<file path="src/rtl/hyp_cordic_pkg.sv">
package hyp_cordic_pkg;

    typedef enum logic {HC_SINH_COSH = 1'b0, HC_EXP = 1'b1} hc_func_e;

    localparam int IO_W         = 16;
    localparam int Z_IO_FRAC    = 13;
    localparam int XY_FRAC_PAIR = 10;
    localparam int XY_FRAC_EXP  = 9;
    localparam int GUARD        = $clog2(IO_W);
    localparam int HEAD_W       = 1;
    localparam int EXT_M        = 2;
    localparam int BASIC_N      = 13;
    localparam int INT_W        = IO_W + HEAD_W + GUARD;
    localparam int Z_FRAC       = Z_IO_FRAC + GUARD;
    localparam int RES_LIMIT    = 64;

    typedef logic signed [INT_W-1:0] hc_word_t;

    typedef struct packed {
        hc_word_t x;
        hc_word_t y;
        hc_word_t z;
    } hc_vec_t;

    typedef struct packed {
        hc_vec_t  v;
        hc_word_t tx;
        hc_word_t ty;
        logic     neg;
    } hc_mid_t;

    // Number of repeated shifts (4, 13, 40, ...) up to n.
    function automatic int repeat_count(input int n);
        int c = 0;
        int k = 4;
        while (k <= n) begin
            c++;
            k = 3 * k + 1;
        end
        return c;
    endfunction

    localparam int REPS         = repeat_count(BASIC_N);
    localparam int PAIRS        = EXT_M + 1;
    localparam int BASIC_STAGES = BASIC_N + REPS;
    localparam int MODS         = PAIRS + BASIC_STAGES;
    localparam int STAGES       = 2 * PAIRS + BASIC_STAGES;

    function automatic int pair_shift(input int p);
        return EXT_M + 2 - p;
    endfunction

    // Shift of the k-th ordinary rotation, with repeats inserted.
    function automatic int basic_shift(input int k);
        int i   = 1;
        int rep = 4;
        bit again = 1'b0;
        for (int j = 0; j < k; j++) begin
            if (i == rep && !again) begin
                again = 1'b1;
            end else begin
                if (i == rep) rep = 3 * rep + 1;
                i++;
                again = 1'b0;
            end
        end
        return i;
    endfunction

    function automatic real atanh_r(input real t);
        return 0.5 * $ln((1.0 + t) / (1.0 - t));
    endfunction

    function automatic hc_word_t angle_fix(input real a);
        return hc_word_t'($rtoi(a * (2.0 ** Z_FRAC) + 0.5));
    endfunction

    function automatic hc_word_t pair_angle(input int p);
        return angle_fix(atanh_r(1.0 - 1.0 / (2.0 ** pair_shift(p))));
    endfunction

    function automatic hc_word_t basic_angle(input int k);
        return angle_fix(atanh_r(1.0 / (2.0 ** basic_shift(k))));
    endfunction

    function automatic real pipe_gain();
        real g = 1.0;
        real t;
        for (int p = 0; p < PAIRS; p++) begin
            t = 1.0 - 1.0 / (2.0 ** pair_shift(p));
            g = g * $sqrt(1.0 - t * t);
        end
        for (int k = 0; k < BASIC_STAGES; k++) begin
            t = 1.0 / (2.0 ** basic_shift(k));
            g = g * $sqrt(1.0 - t * t);
        end
        return g;
    endfunction

    function automatic int xy_frac(input hc_func_e f);
        return ((f == HC_EXP) ? XY_FRAC_EXP : XY_FRAC_PAIR) + GUARD;
    endfunction

    function automatic hc_word_t seed_fix(input hc_func_e f);
        return hc_word_t'($rtoi((2.0 ** xy_frac(f)) / pipe_gain() + 0.5));
    endfunction

    function automatic int mag(input hc_word_t v);
        return (v < 0) ? -int'(v) : int'(v);
    endfunction

endpackage

</file>
<file path="src/rtl/hyp_cordic_seed.sv">
module hyp_cordic_seed
    import hyp_cordic_pkg::*;
#(
    parameter hc_func_e FUNC = HC_SINH_COSH
) (
    input  logic [IO_W-1:0] z_in,
    output hc_vec_t         seed
);

    localparam hc_word_t X_INIT = seed_fix(FUNC);

    assign seed.x = X_INIT;
    assign seed.z = {{HEAD_W{z_in[IO_W-1]}}, z_in, {GUARD{1'b0}}};

    generate
        if (FUNC == HC_EXP) begin : g_exp_seed
            assign seed.y = X_INIT;
        end else begin : g_pair_seed
            assign seed.y = '0;
        end
    endgenerate

endmodule

</file>
<file path="src/rtl/hyp_cordic_expand_pair.sv">
module hyp_cordic_expand_pair
    import hyp_cordic_pkg::*;
#(
    parameter int       SHIFT = 2,
    parameter hc_word_t ANGLE = '0
) (
    input  logic    clk,
    input  logic    rst,
    input  logic    vld_i,
    input  hc_vec_t d_i,
    output logic    vld_o,
    output hc_vec_t d_o
);

    localparam int ANG_MAG = int'(ANGLE);

    hc_mid_t mid_n;
    hc_mid_t mid_q;
    logic    vld_mid;
    hc_vec_t nxt;

    // First half: scaled cross terms (1 - 2^-SHIFT) * x and * y.
    always_comb begin
        mid_n.v   = d_i;
        mid_n.tx  = d_i.x - hc_word_t'($signed(d_i.x) >>> SHIFT);
        mid_n.ty  = d_i.y - hc_word_t'($signed(d_i.y) >>> SHIFT);
        mid_n.neg = d_i.z[INT_W-1];
    end

    always_ff @(posedge clk) begin
        if (rst) vld_mid <= 1'b0;
        else     vld_mid <= vld_i;
    end

    always_ff @(posedge clk) begin
        mid_q <= mid_n;
    end

    // Second half: add/subtract and angle update.
    always_comb begin
        nxt.x = mid_q.neg ? mid_q.v.x - mid_q.ty : mid_q.v.x + mid_q.ty;
        nxt.y = mid_q.neg ? mid_q.v.y - mid_q.tx : mid_q.v.y + mid_q.tx;
        nxt.z = mid_q.neg ? mid_q.v.z + ANGLE    : mid_q.v.z - ANGLE;
    end

    always_ff @(posedge clk) begin
        if (rst) vld_o <= 1'b0;
        else     vld_o <= vld_mid;
    end

    always_ff @(posedge clk) begin
        d_o <= nxt;
    end

    AST_PAIR_Z_BOUNDED: assert property (@(posedge clk) disable iff (rst)
        vld_o |-> (mag(d_o.z) <= mag($past(mid_q.v.z)) || mag(d_o.z) <= ANG_MAG));

endmodule

</file>
<file path="src/rtl/hyp_cordic_rot_stage.sv">
module hyp_cordic_rot_stage
    import hyp_cordic_pkg::*;
#(
    parameter int       SHIFT = 1,
    parameter hc_word_t ANGLE = '0
) (
    input  logic    clk,
    input  logic    rst,
    input  logic    vld_i,
    input  hc_vec_t d_i,
    output logic    vld_o,
    output hc_vec_t d_o
);

    localparam int ANG_MAG = int'(ANGLE);

    logic     neg;
    hc_word_t xs;
    hc_word_t ys;
    hc_vec_t  nxt;

    always_comb begin
        neg   = d_i.z[INT_W-1];
        xs    = hc_word_t'($signed(d_i.x) >>> SHIFT);
        ys    = hc_word_t'($signed(d_i.y) >>> SHIFT);
        nxt.x = neg ? d_i.x - ys : d_i.x + ys;
        nxt.y = neg ? d_i.y - xs : d_i.y + xs;
        nxt.z = neg ? d_i.z + ANGLE : d_i.z - ANGLE;
    end

    always_ff @(posedge clk) begin
        if (rst) vld_o <= 1'b0;
        else     vld_o <= vld_i;
    end

    always_ff @(posedge clk) begin
        d_o <= nxt;
    end

    AST_ROT_Z_BOUNDED: assert property (@(posedge clk) disable iff (rst)
        vld_o |-> (mag(d_o.z) <= mag($past(d_i.z)) || mag(d_o.z) <= ANG_MAG));

endmodule

</file>
<file path="src/rtl/hyp_cordic_pipe.sv">
module hyp_cordic_pipe
    import hyp_cordic_pkg::*;
#(
    parameter hc_func_e FUNC = HC_SINH_COSH
) (
    input  logic            clk,
    input  logic            rst,
    input  logic            in_valid,
    input  logic [IO_W-1:0] in_z,
    output logic            out_valid,
    output logic [IO_W-1:0] out_x,
    output logic [IO_W-1:0] out_y
);

    logic    vld_c [MODS+1];
    hc_vec_t vec_c [MODS+1];
    hc_vec_t fin;
    hc_word_t x_sh;
    hc_word_t y_sh;

    assign vld_c[0] = in_valid;

    hyp_cordic_seed #(.FUNC(FUNC)) u_seed (
        .z_in (in_z),
        .seed (vec_c[0])
    );

    generate
        for (genvar p = 0; p < PAIRS; p++) begin : g_pair
            hyp_cordic_expand_pair #(
                .SHIFT (pair_shift(p)),
                .ANGLE (pair_angle(p))
            ) u_pair (
                .clk   (clk),
                .rst   (rst),
                .vld_i (vld_c[p]),
                .d_i   (vec_c[p]),
                .vld_o (vld_c[p+1]),
                .d_o   (vec_c[p+1])
            );
        end
        for (genvar k = 0; k < BASIC_STAGES; k++) begin : g_rot
            hyp_cordic_rot_stage #(
                .SHIFT (basic_shift(k)),
                .ANGLE (basic_angle(k))
            ) u_rot (
                .clk   (clk),
                .rst   (rst),
                .vld_i (vld_c[PAIRS+k]),
                .d_i   (vec_c[PAIRS+k]),
                .vld_o (vld_c[PAIRS+k+1]),
                .d_o   (vec_c[PAIRS+k+1])
            );
        end
    endgenerate

    assign fin       = vec_c[MODS];
    assign out_valid = vld_c[MODS];
    assign x_sh      = hc_word_t'($signed(fin.x) >>> GUARD);
    assign y_sh      = hc_word_t'($signed(fin.y) >>> GUARD);
    assign out_x     = x_sh[IO_W-1:0];
    assign out_y     = y_sh[IO_W-1:0];

    // Accepted-minus-delivered count, used only by the checks below.
    int inflight;
    always_ff @(posedge clk) begin
        if (rst) inflight <= 0;
        else     inflight <= inflight + int'(in_valid) - int'(out_valid);
    end

    AST_INFLIGHT_BOUND: assert property (@(posedge clk) disable iff (rst)
        inflight <= STAGES);

    AST_NO_SPURIOUS: assert property (@(posedge clk) disable iff (rst)
        out_valid |-> inflight != 0);

    AST_NO_OVERFLOW: assert property (@(posedge clk) disable iff (rst)
        out_valid |-> ((x_sh[INT_W-1:IO_W-1] == '0 || &x_sh[INT_W-1:IO_W-1]) &&
                       (y_sh[INT_W-1:IO_W-1] == '0 || &y_sh[INT_W-1:IO_W-1])));

    AST_ANGLE_RESIDUAL: assert property (@(posedge clk) disable iff (rst)
        out_valid |-> mag(fin.z) <= RES_LIMIT);

    generate
        if (FUNC == HC_EXP) begin : g_exp_chk
            AST_EXP_TWIN: assert property (@(posedge clk) disable iff (rst)
                out_valid |-> out_x == out_y);
        end
    endgenerate

endmodule

</file>
<file path="config.mk">
export PLATFORM = sky130hd
export DESIGN_NAME = hyp_cordic_pipe
export DESIGN_NICKNAME = d
export VERILOG_FILES = /design/src/rtl/hyp_cordic_pkg.sv /design/src/rtl/hyp_cordic_seed.sv /design/src/rtl/hyp_cordic_expand_pair.sv /design/src/rtl/hyp_cordic_rot_stage.sv /design/src/rtl/hyp_cordic_pipe.sv
export SDC_FILE = /design/constraint.sdc
export NUM_CORES = 2
export LEC_CHECK = 0
export ABC_AREA = 1
export BUFFER_PORTS_ARGS = -buffer_cell sky130_fd_sc_hd__buf_2
export CAP_MARGIN = 15
export CORE_UTILIZATION = 55
export DETAILED_ROUTE_END_ITERATION = 10
export PLACE_DENSITY = 0.71
export SKIP_CTS_REPAIR_TIMING = 1
export SYNTH_ARGS = -nofsm -noshare
export SYNTH_HDL_FRONTEND = slang
export SYNTH_SLANG_ARGS = --single-unit
</file>
<file path="constraint.sdc">
create_clock -name clk -period 3 [get_ports clk]
set_clock_uncertainty 0.1 [all_clocks]
set_input_delay 0.3 -clock clk [delete_from_list [all_inputs] [get_ports clk]]
set_output_delay 0.3 -clock clk [all_outputs]
set_load 0.005 [all_outputs]
</file>
==> reports/results.ini <==
[timing]
worst_slew_pin_slew_ns=0.721
finalMaxSlewViolations=0
fmax_ghz=0.350
rsz0062_at_grt=yes
hold_viol_final=0
min_period_ns=2.86
slew_headroom_pct=51.4
setup_viol=0
setup_tns_ns=0
hold_slack_ns=0.0446
fin_crit_sh_pct=95.3

[job]
timing.max_cap.violations=0

[setup_path]
critPathMaxStageDelay_ns=0.43
worst_setup_path_end_kind=register
required_ns=3.57
worstPathCellList=nor2_2, nand2_1, nor2_1, nand3_1, xor2_1, nand2_1, o21ai_0, ha_1, buf_4, nand2_1, nand2_1, o21bai_1, a21oi_1, nand2_1, nand2_1, nand2_1
critPathTopFamily=simple AND/OR/NAND/NOR gates
crit_fanout=5
cp_slowest_cell=dfxtp_1
crit_type=reg -> reg
arrival_ns=3.43
cp_num_buf_inv=1
cpMostUsedCell=nand2_1
startpoint=g_pair[2].u_pair.d_o[54]
timing.rr.start=g_pair[2].u_pair.d_o[54]
startpoint_type=register

[clocking]
h-tree-depth=4
cts_tree=yes
clkLatencyLatePin_ns=0.80
cts_made_buffers=134
root_buffer=clkbuf_16
clk_pin_slew_ns=0.06
cts_buffer_depth=3
clock_sinks=1158

[route]
final_antenna_net_count=0
drcViolationCount=0
wirelength_um=259000
drt-wirelength-per-cell_um=16.9
vias=84100
firstDrtPassIters=7
drt_iter0_drc=6731
viasPerCell=5.51

[floorplan]
rows=145
coreArea_um2=157000
die_h_um=401
io_pins=52
die_w_um=401
initial_core_util_pct=55.7
fp.dieArea_um2=160000

[synthesis]
synth_ff_type=dfxtp_1
synth-seq-cells=1158
yosysSeqAreaShare_pct=26.5
syn_avg_cell_area_um2=6.84
synth-edff-count=0
syn-cell-area_um2=87300
async_flop_share_pct=0
syn-num-nets=13800
synthCells=12800
synth.distinct_cells=64
ys_warn_count=0

[place]
hpwl_um=213000
io_buffer_count=51
place.gp.congestion=1.04

[global_route]
top_usage_layer=met2
overflow=0
grt.total_usage_pct=31.1
met3_usage_pct=3.67
antenna_found_initial=7
grt_pass1_vias=79800
grtUsageMet1_pct=40.4
grt_pass1_wl_um=411000
grt_max_degree=36
use_met2_pct=52.5

[layout]
drive_gt1_share_pct=7.47
syn_to_final_growth_pct=11.8
nets=14200

[hold_path]
hp-start=in_z[5]
holdCritPathClass=in -> reg

[run_status]
outcome=finished clean

final timing paths:
| kind | to | slack [ns] | cells past startpoint |
|---|---|---|---|
| worst min register to register | g_pair[1].u_pair.mid_q[51] | 0.21 | 0 |
| worst max register to register | g_rot[0].u_rot.d_o[39] | 0.14 | 16 |
| worst max-delay path | g_rot[0].u_rot.d_o[39] | 0.14 | 16 |
| worst min-delay path | g_pair[0].u_pair.mid_q[52] | 0.04 | 2 |
cell usage in the layout (no fill, tap or decap), types with 23 or more instances in the layout:
master and count:
and3_1 28, ha_1 941, and2_1 33, clkbuf_8 25
inv_1 1474, xnor2_1 218, o21ai_0 447, nand3_1 826
buf_2 51, nor2_2 82, nand2_2 81, o21ai_2 38
a21o_1 83, buf_4 211, inv_2 51, o21a_1 23
nor3_1 92, a21oi_2 38, o31ai_1 61, nand2_1 3337
o21ai_1 138, dfxtp_1 1146, nor4_1 81, nand4_1 136
nand3b_1 38, a21oi_1 993, nor2_1 1110, fa_1 45
clkbuf_16 136, xor2_1 767, o21bai_1 72, a31oi_1 24
nor3_2 38
synthesized netlist by cell type (all sizes together), types with 83 or more instances:
library cell | count | share of area, %
dfxtp | 1158 | 27
nor2 | 1212 | 5.4
xor2 | 777 | 7.8
o21ai | 624 | 3.7
o21bai | 83 | 0.77
nor4 | 84 | 0.60
a21o | 83 | 0.71
nand4 | 140 | 1.0
xnor2 | 224 | 2.3
nand2 | 3419 | 15
nor3 | 135 | 0.87
nand3 | 847 | 4.9
a21oi | 1031 | 5.9
inv | 1528 | 6.6
ha | 980 | 14
per-stage QoR:
stage	setup WS [ns]	util (%)	std cells	cell area, um2
global route	-0.105	62.2	15300	97600
finish	0.141	62.2	15300	97600
detailed placement	0.0109	58.2	15000	91400
CTS	-0.0150	61.3	15200	96200
floorplan	0.313	-	12800	87300
global placement	-0.0465	58.2	15000	91400
logic make-up after synthesis:
kind of cell	synth area share, %
buffers and inverters	6.99
adders and majority gates	15.1
xor gates and xnor gates	10.1
AOI/OAI and AO/OA	12.5
and+or+nand+nor	28.8
DFF	26.5
cell type report:
| type | instances | area, um2 |
|---|---|---|
| fill | 14700 | 59300 |
| multi-input combinational | 10000 | 59200 |
| sequential | 1158 | 23200 |
| inverter | 1528 | 5750 |
| clock buffer | 170 | 3780 |
| tap | 2058 | 2570 |
| timing repair buffer | 288 | 2160 |
| clock inverter | 74 | 1010 |
| antenna | 7 | 17.5 |
registers in the layout, summed over array words and instances (netlist names):
name	count
g_pair.u_pair.mid_q	141
g_pair.u_pair.d_o	139
g_pair.u_pair.vld_mid	3
g_rot.u_rot.vld_o	15
g_pair.u_pair.vld_o	3
g_rot.u_rot.d_o	857
layer usage:
layer | vias up | wire length (um)
li1 | 42600 | -
met1 | 38500 | 115000
met2 | 2590 | 119000
met3 | 516 | 15100
met4 | 2 | 9950
met5 | - | 12
Power is left out: the tool's default activity adds up to more than one toggle a clock period on the data nets, which glitch-free logic cannot reach.
